<file path="src/rtl/iocs_pkg.sv">
package iocs_pkg;
    localparam int SUB_W = 2;           // address bits inside one window
    localparam int BYTE_W = 8;
    localparam int DIS_BIT = 0;         // disable flag position in low byte
    localparam int LOCK_BIT = 1;        // lock flag position in low byte

    typedef enum logic {
        BYTE_LO = 1'b0,
        BYTE_HI = 1'b1
    } reg_byte_e;
endpackage

</file>
<file path="src/rtl/iocs_cfg_regs.sv">
module iocs_cfg_regs
    import iocs_pkg::*;
#(
    parameter int NUM_SEL = 4,
    parameter int ADDR_W  = 16,
    localparam int SEL_W  = $clog2(NUM_SEL),
    localparam int BASE_W = ADDR_W - SUB_W
) (
    input  logic                            clk,
    input  logic                            rst_n,
    input  logic                            wr_en,
    input  logic [SEL_W:0]                  wr_addr,
    input  logic [BYTE_W-1:0]               wr_data,
    input  logic [SEL_W:0]                  rd_addr,
    output logic [BYTE_W-1:0]               rd_data,
    output logic [NUM_SEL-1:0][BASE_W-1:0]  base_o,
    output logic [NUM_SEL-1:0]              dis_o,
    output logic                            lock_o
);
    localparam int LO_W = BYTE_W - SUB_W;

    typedef struct packed {
        logic [NUM_SEL-1:0][BASE_W-1:0] base;
        logic [NUM_SEL-1:0]             dis;
        logic                           lock;
    } cfg_t;

    cfg_t            cfg_d, cfg_q;
    logic [SEL_W-1:0] wsel, rsel;
    reg_byte_e       wbyte, rbyte;
    logic            wprot;

    always_comb begin
        cfg_d = cfg_q;
        wsel  = wr_addr[SEL_W:1];
        wbyte = reg_byte_e'(wr_addr[0]);
        wprot = (wsel != '0);
        if (wr_en && !(wprot && cfg_q.lock)) begin
            if (wbyte == BYTE_HI) begin
                cfg_d.base[wsel][BASE_W-1:LO_W] = wr_data;
            end else begin
                cfg_d.base[wsel][LO_W-1:0] = wr_data[BYTE_W-1:SUB_W];
                if (wprot) begin
                    cfg_d.dis[wsel] = wr_data[DIS_BIT];
                    if (wr_data[LOCK_BIT]) cfg_d.lock = 1'b1;
                end
            end
        end
    end

    always_ff @(posedge clk or negedge rst_n) begin
        if (!rst_n) begin
            cfg_q.base <= '0;
            cfg_q.dis  <= {{(NUM_SEL-1){1'b1}}, 1'b0};
            cfg_q.lock <= 1'b0;
        end else begin
            cfg_q <= cfg_d;
        end
    end

    always_comb begin
        rsel  = rd_addr[SEL_W:1];
        rbyte = reg_byte_e'(rd_addr[0]);
        if (rbyte == BYTE_HI) begin
            rd_data = cfg_q.base[rsel][BASE_W-1:LO_W];
        end else if (rsel == '0) begin
            rd_data = {cfg_q.base[rsel][LO_W-1:0], 2'b00};
        end else begin
            rd_data = {cfg_q.base[rsel][LO_W-1:0], cfg_q.lock, cfg_q.dis[rsel]};
        end
    end

    assign base_o = cfg_q.base;
    assign dis_o  = cfg_q.dis;
    assign lock_o = cfg_q.lock;
endmodule

</file>
<file path="src/rtl/iocs_win_match.sv">
module iocs_win_match
    import iocs_pkg::*;
#(
    parameter int NUM_SEL = 4,
    parameter int ADDR_W  = 16,
    localparam int BASE_W = ADDR_W - SUB_W
) (
    input  logic                           valid,
    input  logic [BASE_W-1:0]              addr_hi,
    input  logic [NUM_SEL-1:0][BASE_W-1:0] base,
    input  logic [NUM_SEL-1:0]             dis,
    output logic [NUM_SEL-1:0]             hit
);
    for (genvar i = 0; i < NUM_SEL; i++) begin : g_win
        assign hit[i] = valid && (addr_hi == base[i]) && !dis[i];
    end
endmodule

</file>
<file path="src/rtl/iocs_prio_drive.sv">
module iocs_prio_drive #(
    parameter int NUM_SEL = 4,
    parameter logic [NUM_SEL-1:0] ACT_HIGH = 4'b0010
) (
    input  logic [NUM_SEL-1:0] hit,
    output logic [NUM_SEL-1:0] cs
);
    logic [NUM_SEL-1:0] grant;
    logic               taken;

    always_comb begin
        grant = '0;
        taken = 1'b0;
        for (int i = 0; i < NUM_SEL; i++) begin
            if (hit[i] && !taken) begin
                grant[i] = 1'b1;
                taken    = 1'b1;
            end
        end
    end

    for (genvar i = 0; i < NUM_SEL; i++) begin : g_pol
        if (ACT_HIGH[i]) begin : g_hi
            assign cs[i] = grant[i];
        end else begin : g_lo
            assign cs[i] = ~grant[i];
        end
    end
endmodule

</file>
<file path="src/rtl/iocs_decoder.sv">
module iocs_decoder
    import iocs_pkg::*;
#(
    parameter int NUM_SEL = 4,
    parameter int ADDR_W  = 16,
    parameter logic [NUM_SEL-1:0] ACT_HIGH = 4'b0010,
    localparam int SEL_W  = $clog2(NUM_SEL),
    localparam int BASE_W = ADDR_W - SUB_W
) (
    input  logic               clk,
    input  logic               rst_n,
    input  logic               io_valid,
    input  logic [ADDR_W-1:0]  io_addr,
    input  logic               cfg_we,
    input  logic [SEL_W:0]     cfg_waddr,
    input  logic [7:0]         cfg_wdata,
    input  logic [SEL_W:0]     cfg_raddr,
    output logic [7:0]         cfg_rdata,
    output logic [NUM_SEL-1:0] cs_o,
    output logic [SUB_W-1:0]   xa_o
);
    logic [NUM_SEL-1:0][BASE_W-1:0] base_w;
    logic [NUM_SEL-1:0]             dis_w;
    logic                           lock_w;
    logic [NUM_SEL-1:0]             hit_w;

    iocs_cfg_regs #(.NUM_SEL(NUM_SEL), .ADDR_W(ADDR_W)) i_regs (
        .clk(clk), .rst_n(rst_n),
        .wr_en(cfg_we), .wr_addr(cfg_waddr), .wr_data(cfg_wdata),
        .rd_addr(cfg_raddr), .rd_data(cfg_rdata),
        .base_o(base_w), .dis_o(dis_w), .lock_o(lock_w)
    );

    iocs_win_match #(.NUM_SEL(NUM_SEL), .ADDR_W(ADDR_W)) i_match (
        .valid(io_valid), .addr_hi(io_addr[ADDR_W-1:SUB_W]),
        .base(base_w), .dis(dis_w), .hit(hit_w)
    );

    iocs_prio_drive #(.NUM_SEL(NUM_SEL), .ACT_HIGH(ACT_HIGH)) i_prio (
        .hit(hit_w), .cs(cs_o)
    );

    assign xa_o = io_addr[SUB_W-1:0];
endmodule

</file>
<file path="config.mk">
export PLATFORM = sky130hd
export DESIGN_NAME = iocs_decoder
export DESIGN_NICKNAME = d
export VERILOG_FILES = /design/src/rtl/iocs_pkg.sv /design/src/rtl/iocs_cfg_regs.sv /design/src/rtl/iocs_win_match.sv /design/src/rtl/iocs_prio_drive.sv /design/src/rtl/iocs_decoder.sv
export SDC_FILE = /design/constraint.sdc
export NUM_CORES = 1
export LEC_CHECK = 0
export BUFFER_PORTS_ARGS = -buffer_cell sky130_fd_sc_hd__buf_2
export CAP_MARGIN = 20
export CORE_AREA = 10 10 96 98
export CTS_CLUSTER_SIZE = 30
export DETAILED_ROUTE_END_ITERATION = 8
export DIE_AREA = 0 0 106 108
export PLACE_DENSITY_LB_ADDON = 0.2
export SLEW_MARGIN = 30
export SYNTH_ARGS = -nofsm -noshare
export SYNTH_HDL_FRONTEND = slang
export SYNTH_SLANG_ARGS = --single-unit
export TNS_END_PERCENT = 10
</file>
<file path="constraint.sdc">
create_clock -name clk -period 3.35 [get_ports clk]
set_clock_uncertainty 0.1 [all_clocks]
set_input_delay 0.67 -clock clk [delete_from_list [all_inputs] [get_ports clk]]
set_output_delay 0.67 -clock clk [all_outputs]
set_load 0.005 [all_outputs]
</file>
Word level (Yosys, flattened, before mapping). Index checks and enable logic that the tools add are counted.

Register bits after elaboration: 61. Bits in latches: 0. Memory bits (writable): 0. Bits in read-only memories: 0. Bits of input ports: 34. Memories kept: 0.

Add/sub/neg operators: 0. $mul: 0. Divide/modulo/power cells: 0. Magnitude comparators: 3. Equality and inequality tests: 4. Shift-type cells: 0. Muxes and demuxes: 22. Bitwise gates (word level): 4. Reductions and logical operators: 26.

Operator list (number): bitwise mux 56 bit (2); demux 14 bit (select 2 bit) (2); equality test 14 bit (4); 2-to-1 mux 56 bit (1); binary-select mux 14 bit (select 2 bit) (1); 2-to-1 mux 14 bit (2); logical AND 1 bit (14); zero test 1 bit (8); 2-to-1 mux 1 bit (8); 2-to-1 mux 8 bit (1); < comparator 2 x 3 -> 1 bit (second input constant) (2); 2-to-1 mux 6 bit (1); bitwise mux 4 bit (1); inverter 1 bit (4); AND reduction 4 bit (1); AND reduction 3 bit (1); binary-select mux 1 bit (select 2 bit) (1); demux 1 bit (select 2 bit) (1); >= comparator 2 x 1 -> 1 bit (second input constant) (1); zero test 2 bit (1); 2-to-1 mux 2 bit (1); nonzero test 2 bit (1).

Longest topological paths before layout. Gate-level depths: netlist of run 1.

Depth in word-level cells: 14. Depth in mapped cells: 6.

Cells and area by module. A second synthesis of run 1 with hierarchy kept.

Cells, all modules: 275. Area, all modules: 3728.6 um2.

Modules (own cells, without submodules): iocs_cfg_regs (instances 1, cells each 175, area each 2866.5 um2, sequential area each 1530.2 um2); iocs_win_match (instances 1, cells each 94, area each 815.8 um2, sequential area each 0.0 um2); iocs_prio_drive (instances 1, cells each 4, area each 31.3 um2, sequential area each 0.0 um2); iocs_decoder (instances 1, cells each 2, area each 15.0 um2, sequential area each 0.0 um2).

Worst setup path after synthesis of run 1. No wires, ideal clock.

Kind: in2out. Start point: input cfg_raddr[1]. End point: output cfg_rdata[4]. Data arrival time: 1758 ps. Slack: 822 ps. Cell stages on the path: 4. Buffers on the path: 2. Path through: buf_4 -> buf_6 -> mux4_2 -> mux2_2.

Cells in the longest elaborated chain, start to end: 3.

Ends and longest elaborated chain: start: declaration (RTL line iocs_decoder.sv:17) `input logic [SEL_W:0] cfg_raddr,`; binary-select mux 14 bit (select 2 bit) (RTL line iocs_cfg_regs.sv:65, iocs_cfg_regs.sv:67, iocs_cfg_regs.sv:69); 2-to-1 mux 14 bit (not written as such) (RTL line iocs_cfg_regs.sv:65) `rd_data = cfg_q.base[rsel][BASE_W-1:LO_W];`; 2-to-1 mux 8 bit (RTL line iocs_cfg_regs.sv:64) `if (rbyte == BYTE_HI) begin`; end: declaration (RTL line iocs_decoder.sv:18) `output logic [7:0] cfg_rdata,`.

No other way between the ends. The select of a mux whose other input is x is not followed.

Final worst setup path of run 1.
Start point: input cfg_raddr[1]. End point: output cfg_rdata[5].

The elaborated chain is that of the path after synthesis.

==> impl_metrics.toml, run 1 <==
[status]
outcome = "finished, final reports clean"

[detailed_routing]
vias = 2255
drt-total-wl_mm = 8.79
route.detailed.drc = 0
viasPerCell = 5.50
wl_per_cell_um = 21.4
dr.pass1.iters = 4
drt_iter0_markers = 86
ant_nets = 0

[yosys]
synth_simple_gate_area_frac = 0.0921
synth_edf_count = 0
synth_nets = 294
synth_seq_cells = 61
yosys.area.top_type = "dfrtp_1"
muxShareOfSynthArea = 0.312
synth.area.top_cells = "dfrtp_1, mux2_2, mux4_2"
syn_avg_cell_area_um2 = 13.8
synth_warnings = 0
synth_cells = 260
synth_top_family_by_area = "multiplexers"
synth_compound_area_frac = 0.00768
post_synth_xor_area_fraction = 0.137
synth-async-reset-ratio = 1.00
synth_top_area_frac = 0.405
synth_fa_ha_area_frac = 0
ys_types = 32
seq_area_frac_synth = 0.427
syn_area_um2 = 3590
synth-main-ff-cell = "dfrtp_1"

[die]
initial_core_util = 0.482
num_rows = 32
coreArea_um2 = 7450
die_y_um = 108
die-width_um = 106
dieArea_um2 = 11400
pin_count = 48

[sta]
period_share = 0.854
fin_tns_setup_ns = 0
worst_pin_slew_ns = 0.761
slew_headroom = 0.490
maxSlewViolCount = 0
rsz0062_at_grt = "false"
timing.fmax_mhz = 349
final-hold-violation-count = 0
setup_viol = 0
post-route-min-period_ns = 2.86
whs_ns = 0.218

[placement]
post_dp_cell_area_um2 = 3870
gp_congestion = 0.909
dp_cells = 394
dpl.hpwl_mm = 6.37
io_buffer_count = 43

[layout]
layout_commonest_cell = "dfrtp_1"
fin_area_um2 = 4090
layout.nets = 337
instances_no_fill = 410
drive_gt1_frac = 0.481
areaGrowthSynthToFinish_pct = 14.1
n_antenna_cell = 0
final_cell_mix = "dfrtp_1, mux2_2, buf_2"

[critical_path]
reg2reg_to = "i_regs.base_o[14]"
worst-path-max-fanout = 15
worstPathArrival_ns = 2.09
critPathKind = "in -> out"
worstPathRequired_ns = 2.58
critPathLaunchType = "input port"
cp-end-kind = "output pin"
r2r-start = "i_regs.lock_o"
rrSetupSlack_ns = 1.46
rr_worst_depth = 3

[global_route]
grt_usage = 0.159
grt_pass1_vias = 2370
grt_remaining_overflow = 0
antenna_found_initial = 0
grt_max_degree = 62
grt_pass1_wl_mm = 13.6

[cts]
cts_tree = "yes"
ctsResizeCount = 0
htree_levels = 3
clkSlewWorstSetupHoldPaths_ns = 0.07
hold_buffers = 0
cts_buffers = 9
post_cts_buffers = 0
clock_latency_ns = 0.34
cts-root-buf = "clkbuf_8"
numClockSinks = 61
clock_path_buffers = 2

[pwr]
leakage_nw = 1.82
ir_drop_mv = 0.240
power_density_nw_per_um2 = 575

[min_path]
hold_class = "in -> async"

[job]
cap_violations = 0
==> per-layer routing <==
layer  track usage  part of all wire
met1         0.213              0.47
met5             0                 0
met2         0.240              0.48
met4        0.0600             0.015
met3        0.0440             0.044
==> registers in the layout, indices dropped and copies added, names as in the netlist <==
name           flops
i_regs.lock_o      1
i_regs.dis_o       4
i_regs.base_o     56
==> per-stage QoR <==
stage / util / setup WS, ns / power [mW]
final: 0.550 / 0.489 / 2.35
after CTS: 0.550 / 0.476 / 2.37
after floorplan: - / 0.822 / 1.42
after global placement: 0.519 / 0.502 / 1.61
after global routing: 0.550 / 0.416 / 2.47
after detailed placement: 0.519 / 0.476 / 1.62
==> where the power goes <==
part | switching [mW] | leakage [nW] | internal, mW | total, mW
registers | 0.148 | 0.766 | 0.892 | 1.04
clock network | 0.291 | 0.116 | 0.457 | 0.748
logic | 0.220 | 0.942 | 0.347 | 0.566
total | 0.658 | 1.82 | 1.70 | 2.35
==> synth_stat cells, types with 2 or more instances <==
library cell  instances
mux2_2               50
buf_6                 3
xor2_1               28
dfrtp_1              58
mux4_2               14
nor4_1                8
nand2b_1              3
buf_2                 5
nor3_1                2
buf_4                 3
o21ai_0               3
mux2_4               16
nor4b_4               2
dfstp_2               3
nor2b_1               3
nor2_1                3
xnor2_1              28
nand4_1               8
nand3_1               3
nand2_1               5
==> area by class of cell <==
class,count,area (um2)
Sequential cell,61,1530
Timing Repair Buffer,45,243
Clock buffer,12,155
Multi-Input combinational cell,186,1970
Clock inverter,4,70.1
Tap cell,102,128
Fill cell,666,3350
==> critical path, cell delays in order <==
cell,delay (ns)
buf_2,0.42
mux4_2,0.57
mux2_2,0.29
buf_2,0.13
==> kinds of logic (layout without fill, tap and decap cells) <==
logic type	Yosys count	count (layout)
mux	80	80
flops	61	61
xor+xnor	56	56
simple gates	45	45
buf+inv	13	61
compound gates	5	5
==> worst max path at each step <==
stage / start / to / slack (ns) / cells after the start
2_1_floorplan: cfg_raddr[1] / cfg_rdata[4] / 0.82 / 4
3_3_place_gp: cfg_raddr[1] / cfg_rdata[2] / 0.50 / 4
3_5_place_dp: cfg_raddr[1] / cfg_rdata[5] / 0.48 / 4
4_1_cts: cfg_raddr[1] / cfg_rdata[5] / 0.48 / 4
5_1_grt: cfg_raddr[1] / cfg_rdata[2] / 0.42 / 4
6_report: cfg_raddr[1] / cfg_rdata[5] / 0.49 / 4
Note: power is estimated with default switching activity, not from simulation.
==> run 2: changes to the inputs <==
--- a/config.mk
+++ b/config.mk
@@ -8,10 +8,12 @@
 export BUFFER_PORTS_ARGS = -buffer_cell sky130_fd_sc_hd__buf_2
 export CAP_MARGIN = 20
 export CORE_AREA = 10 10 96 98
+export CTS_BUF_LIST = sky130_fd_sc_hd__clkbuf_4
 export CTS_CLUSTER_SIZE = 30
 export DETAILED_ROUTE_END_ITERATION = 8
 export DIE_AREA = 0 0 106 108
 export PLACE_DENSITY_LB_ADDON = 0.2
+export RECOVER_POWER = 25
 export SLEW_MARGIN = 30
 export SYNTH_ARGS = -nofsm -noshare
 export SYNTH_HDL_FRONTEND = slang
==> run 2 against run 1 <==
Net effect:
- the run now ends with capacitance limit, slew limit left
- wire length grew 0.13%
- largest power group unchanged
- worst setup slack gained 0.0037 ns
- utilization shrank 1.2 points
- critical path depth is the same
- count of clock-buffer cells in the layout shrank 2
- sequential power is essentially flat
- combinational power is essentially flat
==> impl_metrics.toml, run 2 (same netlist as run 1, synthesis figures left out) <==
[detailed_routing]
drt-total-wl_mm = 8.80
drt_iter0_markers = 74
viasPerCell = 5.51
ant_nets = 0
vias = 2260
wl_per_cell_um = 21.5
route.detailed.drc = 0
dr.pass1.iters = 4

[critical_path]
worst-path-max-fanout = 15
rr_worst_depth = 3
path_buf_inv = 2
critPathTopFamily = "multiplexers"
cp-end-kind = "output pin"
critPathKind = "in -> out"
r2r-start = "i_regs.lock_o"
worstPathRequired_ns = 2.58
critical-path-slowest-cell = "mux4_2"
critPathLaunchType = "input port"
reg2reg_to = "i_regs.base_o[18]"
rrSetupSlack_ns = 1.45
slowest_delay_ns = 0.57
critical_path.cell_chain = "buf_2 > mux4_2 > mux2_2 > buf_2"
worstPathArrival_ns = 2.09
cpMostUsedCell = "buf_2"

[placement]
io_buffer_count = 43
dp_slack_ns = 0.476
gp_congestion = 0.909
dpl.hpwl_mm = 6.37

[min_path]
hp-start = "i_regs.dis_o[0]"
hold_class = "reg -> reg"
min_path_cells = 0
hold_end = "i_regs.dis_o[0]"

[sta]
setup_viol = 0
fin_tns_setup_ns = 0
post-route-min-period_ns = 2.86
slew_headroom = -0.0346
rsz0062_at_grt = "false"
maxSlewViolCount = 62
setup_slack_ns = 0.492
final-hold-violation-count = 0
timing.fmax_mhz = 350
period_share = 0.853
worst_pin_slew_ns = 1.55

[global_route]
grt_pass1_vias = 2399
grt_max_degree = 62
grt_remaining_overflow = 0
grt_pass1_wl_mm = 13.6
grt_usage = 0.158
antenna_found_initial = 0

[layout]
areaGrowthSynthToFinish_pct = 11.7
n_antenna_cell = 0
layout.nets = 337
final_cell_mix = "dfrtp_1, mux2_2, buf_2"
largest_reg_flops = 56
layout_commonest_cell = "dfrtp_1"
drive_gt1_frac = 0.477

[die]
initial_core_util = 0.482
num_rows = 32
dieArea_um2 = 11400
die_y_um = 108
pin_count = 48
die-width_um = 106
coreArea_um2 = 7450

[job]
cap_violations = 1

[cts]
cts_tree = "yes"
numClockSinks = 61
cts-root-buf = "clkbuf_4"
ctsResizeCount = 0
clock_latency_ns = 0.40
clkSlewWorstSetupHoldPaths_ns = 0.09
htree_levels = 3
hold_buffers = 0
cts_buffers = 9
clock_path_buffers = 2
post_cts_buffers = 0

[pwr]
power_density_nw_per_um2 = 544
leakage_nw = 1.79
ir_drop_mv = 0.215

[status]
outcome = "finished with violations"
violations = "capacitance limit, slew limit"
-- run 2: layout make-up --
cell class / instances / area, um2
Multi-Input combinational cell: 186 / 1970
Timing Repair Buffer: 45 / 228
Clock inverter: 6 / 77.6
Clock buffer: 10 / 75.1
Fill cell: 683 / 3440
Tap cell: 102 / 128
Sequential cell: 61 / 1530
-- run 2: report_power, final --
group	internal (mW)	switching (mW)
clock network	0.304	0.271
registers	0.891	0.148
logic	0.344	0.219
total	1.54	0.638
-- run 2: stage by stage --
step | total power, mW | hold WS (ns) | cell area [um2] | cells | utilization
after floorplan | 1.42 | 0.274 | 3590 | 260 | -
after global placement | 1.61 | 0.263 | 3870 | 394 | 0.519
after detailed placement | 1.62 | 0.272 | 3870 | 394 | 0.519
after CTS | 2.20 | 0.144 | 4020 | 410 | 0.540
after global routing | 2.29 | 0.304 | 4010 | 410 | 0.538
final | 2.18 | 0.291 | 4010 | 410 | 0.538
-- run 2: routing by layer --
metal	routed length, um	up-vias	GRT usage
met3	364	14	0.0363
li1	-	1040	-
met5	0	-	0
met4	154	0	0.0687
met2	4110	57	0.239
met1	4160	1149	0.213
-- run 2: how the worst max path moves through the flow --
stage	depth (start not counted)	end	startpoint	slack, ns
6_report	4	cfg_rdata[5]	cfg_raddr[1]	0.49
5_1_grt	4	cfg_rdata[2]	cfg_raddr[1]	0.42
4_1_cts	4	cfg_rdata[5]	cfg_raddr[1]	0.48
2_1_floorplan	4	cfg_rdata[4]	cfg_raddr[1]	0.82
3_5_place_dp	4	cfg_rdata[5]	cfg_raddr[1]	0.48
3_3_place_gp	4	cfg_rdata[2]	cfg_raddr[1]	0.50
==> run 3: changes to the inputs <==
--- a/config.mk
+++ b/config.mk
@@ -7,11 +7,13 @@
 export LEC_CHECK = 0
 export BUFFER_PORTS_ARGS = -buffer_cell sky130_fd_sc_hd__buf_2
 export CAP_MARGIN = 20
-export CORE_AREA = 10 10 96 98
+export CELL_PAD_IN_SITES_DETAIL_PLACEMENT = 2
+export CELL_PAD_IN_SITES_GLOBAL_PLACEMENT = 2
+export CORE_AREA = 10 10 101 103
 export CTS_BUF_LIST = sky130_fd_sc_hd__clkbuf_4
 export CTS_CLUSTER_SIZE = 30
 export DETAILED_ROUTE_END_ITERATION = 8
-export DIE_AREA = 0 0 106 108
+export DIE_AREA = 0 0 111 113
 export PLACE_DENSITY_LB_ADDON = 0.2
 export RECOVER_POWER = 25
 export SLEW_MARGIN = 30
==> run 3 against run 2 <==
Net effect:
- the flow now finishes without violations
- worst setup slack lost 0.057 ns
- cell area grew 0.56%
- sequential share of layout area shrank 0.21 points
- register-to-register slack lost 0.04 ns
- power grew 3.4%
- sequential power is essentially flat
- combinational power grew 5.0%
- critical path depth grew 1
- critical path type is now reg -> out
- highest routed layer unchanged
==> impl_metrics.toml, run 3 (same netlist as run 1, synthesis figures left out) <==
[global_route]
grt_remaining_overflow = 0
grt_pass1_wl_mm = 17.3
grt_usage = 0.181
grt_pass1_vias = 2792
antenna_found_initial = 0
grt_max_degree = 27

[detailed_routing]
drt_iter0_markers = 65
route.detailed.drc = 0
dr.pass1.iters = 4
drt-total-wl_mm = 10.9
vias = 2357
viasPerCell = 5.67
wl_per_cell_um = 26.2
ant_nets = 0

[sta]
setup_viol = 0
final-hold-violation-count = 0
maxSlewViolCount = 0
timing.fmax_mhz = 343
whs_ns = 0.163
slew_headroom = 0.0776
rsz0062_at_grt = "false"
post-route-min-period_ns = 2.91
period_share = 0.870
worst_pin_slew_ns = 1.38
fin_tns_setup_ns = 0

[cts]
post_cts_buffers = 0
ctsResizeCount = 0
clock_path_buffers = 2
hold_buffers = 0
numClockSinks = 61
cts_tree = "yes"
clock_latency_ns = 0.43
cts-root-buf = "clkbuf_4"
cts_buffers = 9
htree_levels = 3
clkSlewWorstSetupHoldPaths_ns = 0.10

[critical_path]
worstPathArrival_ns = 2.14
rrSetupSlack_ns = 1.41
worstPathRequired_ns = 2.58
critPathKind = "reg -> out"
critPathLaunchType = "flip-flop"
cp-end-kind = "output pin"
worst-path-max-fanout = 3

[status]
outcome = "finished, final reports clean"

[die]
dieArea_um2 = 12500
die_y_um = 113
die-width_um = 111
coreArea_um2 = 8130
num_rows = 33
pin_count = 48
initial_core_util = 0.441

[layout]
fin_util = 0.495
nFillCells = 827
largest_reg_flops = 56
final_cell_mix = "dfrtp_1, mux2_2, buf_2"
ff_latch_area_um2 = 1530
layout_commonest_cell = "dfrtp_1"
drive_gt1_frac = 0.477
multi_input_area_um2 = 1970
areaGrowthSynthToFinish_pct = 12.3
layout.nets = 339

[placement]
dpl.hpwl_mm = 7.98
gp_congestion = 0.809
io_buffer_count = 43

[pwr]
ir_drop_mv = 0.226
power_density_nw_per_um2 = 559
leakage_nw = 1.79

[min_path]
hold_class = "in -> async"

[job]
cap_violations = 0
run 3: cell types whose count changed in the layout (fill, tap and decap cells not counted):
cell / change
buf_4: +2
clkinv_1: -2
clkbuf_1: +3
diode_2: +1
clkbuf_4: +1
clkbuf_2: -1
clkinv_2: +1
buf_2: -2
run 3: critical path: stages, from the launching register on:
cell and delay, ns:
dfrtp_1 0.42, xor2_1 0.17, nor4_1 0.51, nand4_1 0.29, nor2b_1 0.18, buf_2 0.13
run 3: final timing paths:
kind                                    from           endpoint  depth (start not counted)
setup / recovery           i_regs.base_o[27]            cs_o[1]                          5
hold / removal                         rst_n  i_regs.base_o[48]                          1
setup reg to reg               i_regs.lock_o  i_regs.base_o[19]                          3
hold reg to reg              i_regs.dis_o[0]    i_regs.dis_o[0]                          0
max in group asynchronous              rst_n   i_regs.base_o[9]                          2
min in group clk             i_regs.dis_o[0]    i_regs.dis_o[0]                          0
run 3: routing by layer:
| layer | routed length [um] | GRT usage |
|---|---|---|
| met3 | 482 | 0.0322 |
| met4 | 157 | 0.0660 |
| met1 | 4870 | 0.225 |
| met5 | 0 | 0 |
| met2 | 5410 | 0.307 |
run 3: power breakdown:
group | switching [mW] | leakage [nW] | internal, mW
Sequential | 0.163 | 0.766 | 0.891
Combinational | 0.246 | 0.938 | 0.346
Clock | 0.289 | 0.0906 | 0.316
Total | 0.698 | 1.79 | 1.55
run 3: cell type report:
| type | count | share of cell area |
|---|---|---|
| Clock inverter | 5 | 0.0186 |
| Multi-Input combinational cell | 186 | 0.488 |
| Timing Repair Buffer | 47 | 0.0593 |
| Antenna cell | 1 | 0.000621 |
| Sequential cell | 61 | 0.380 |
| Clock buffer | 11 | 0.0205 |
| Tap cell | 105 | 0.0326 |
run 3: through the flow:
step / power, mW / setup slack (ns) / cells / area, um2
final: 2.25 / 0.436 / 416 / 4030
after global routing: 2.37 / 0.219 / 415 / 4030
after CTS: 2.27 / 0.414 / 415 / 4030
after detailed placement: 1.66 / 0.435 / 399 / 3870
after global placement: 1.62 / 0.499 / 399 / 3870
after floorplan: 1.42 / 0.822 / 260 / 3590
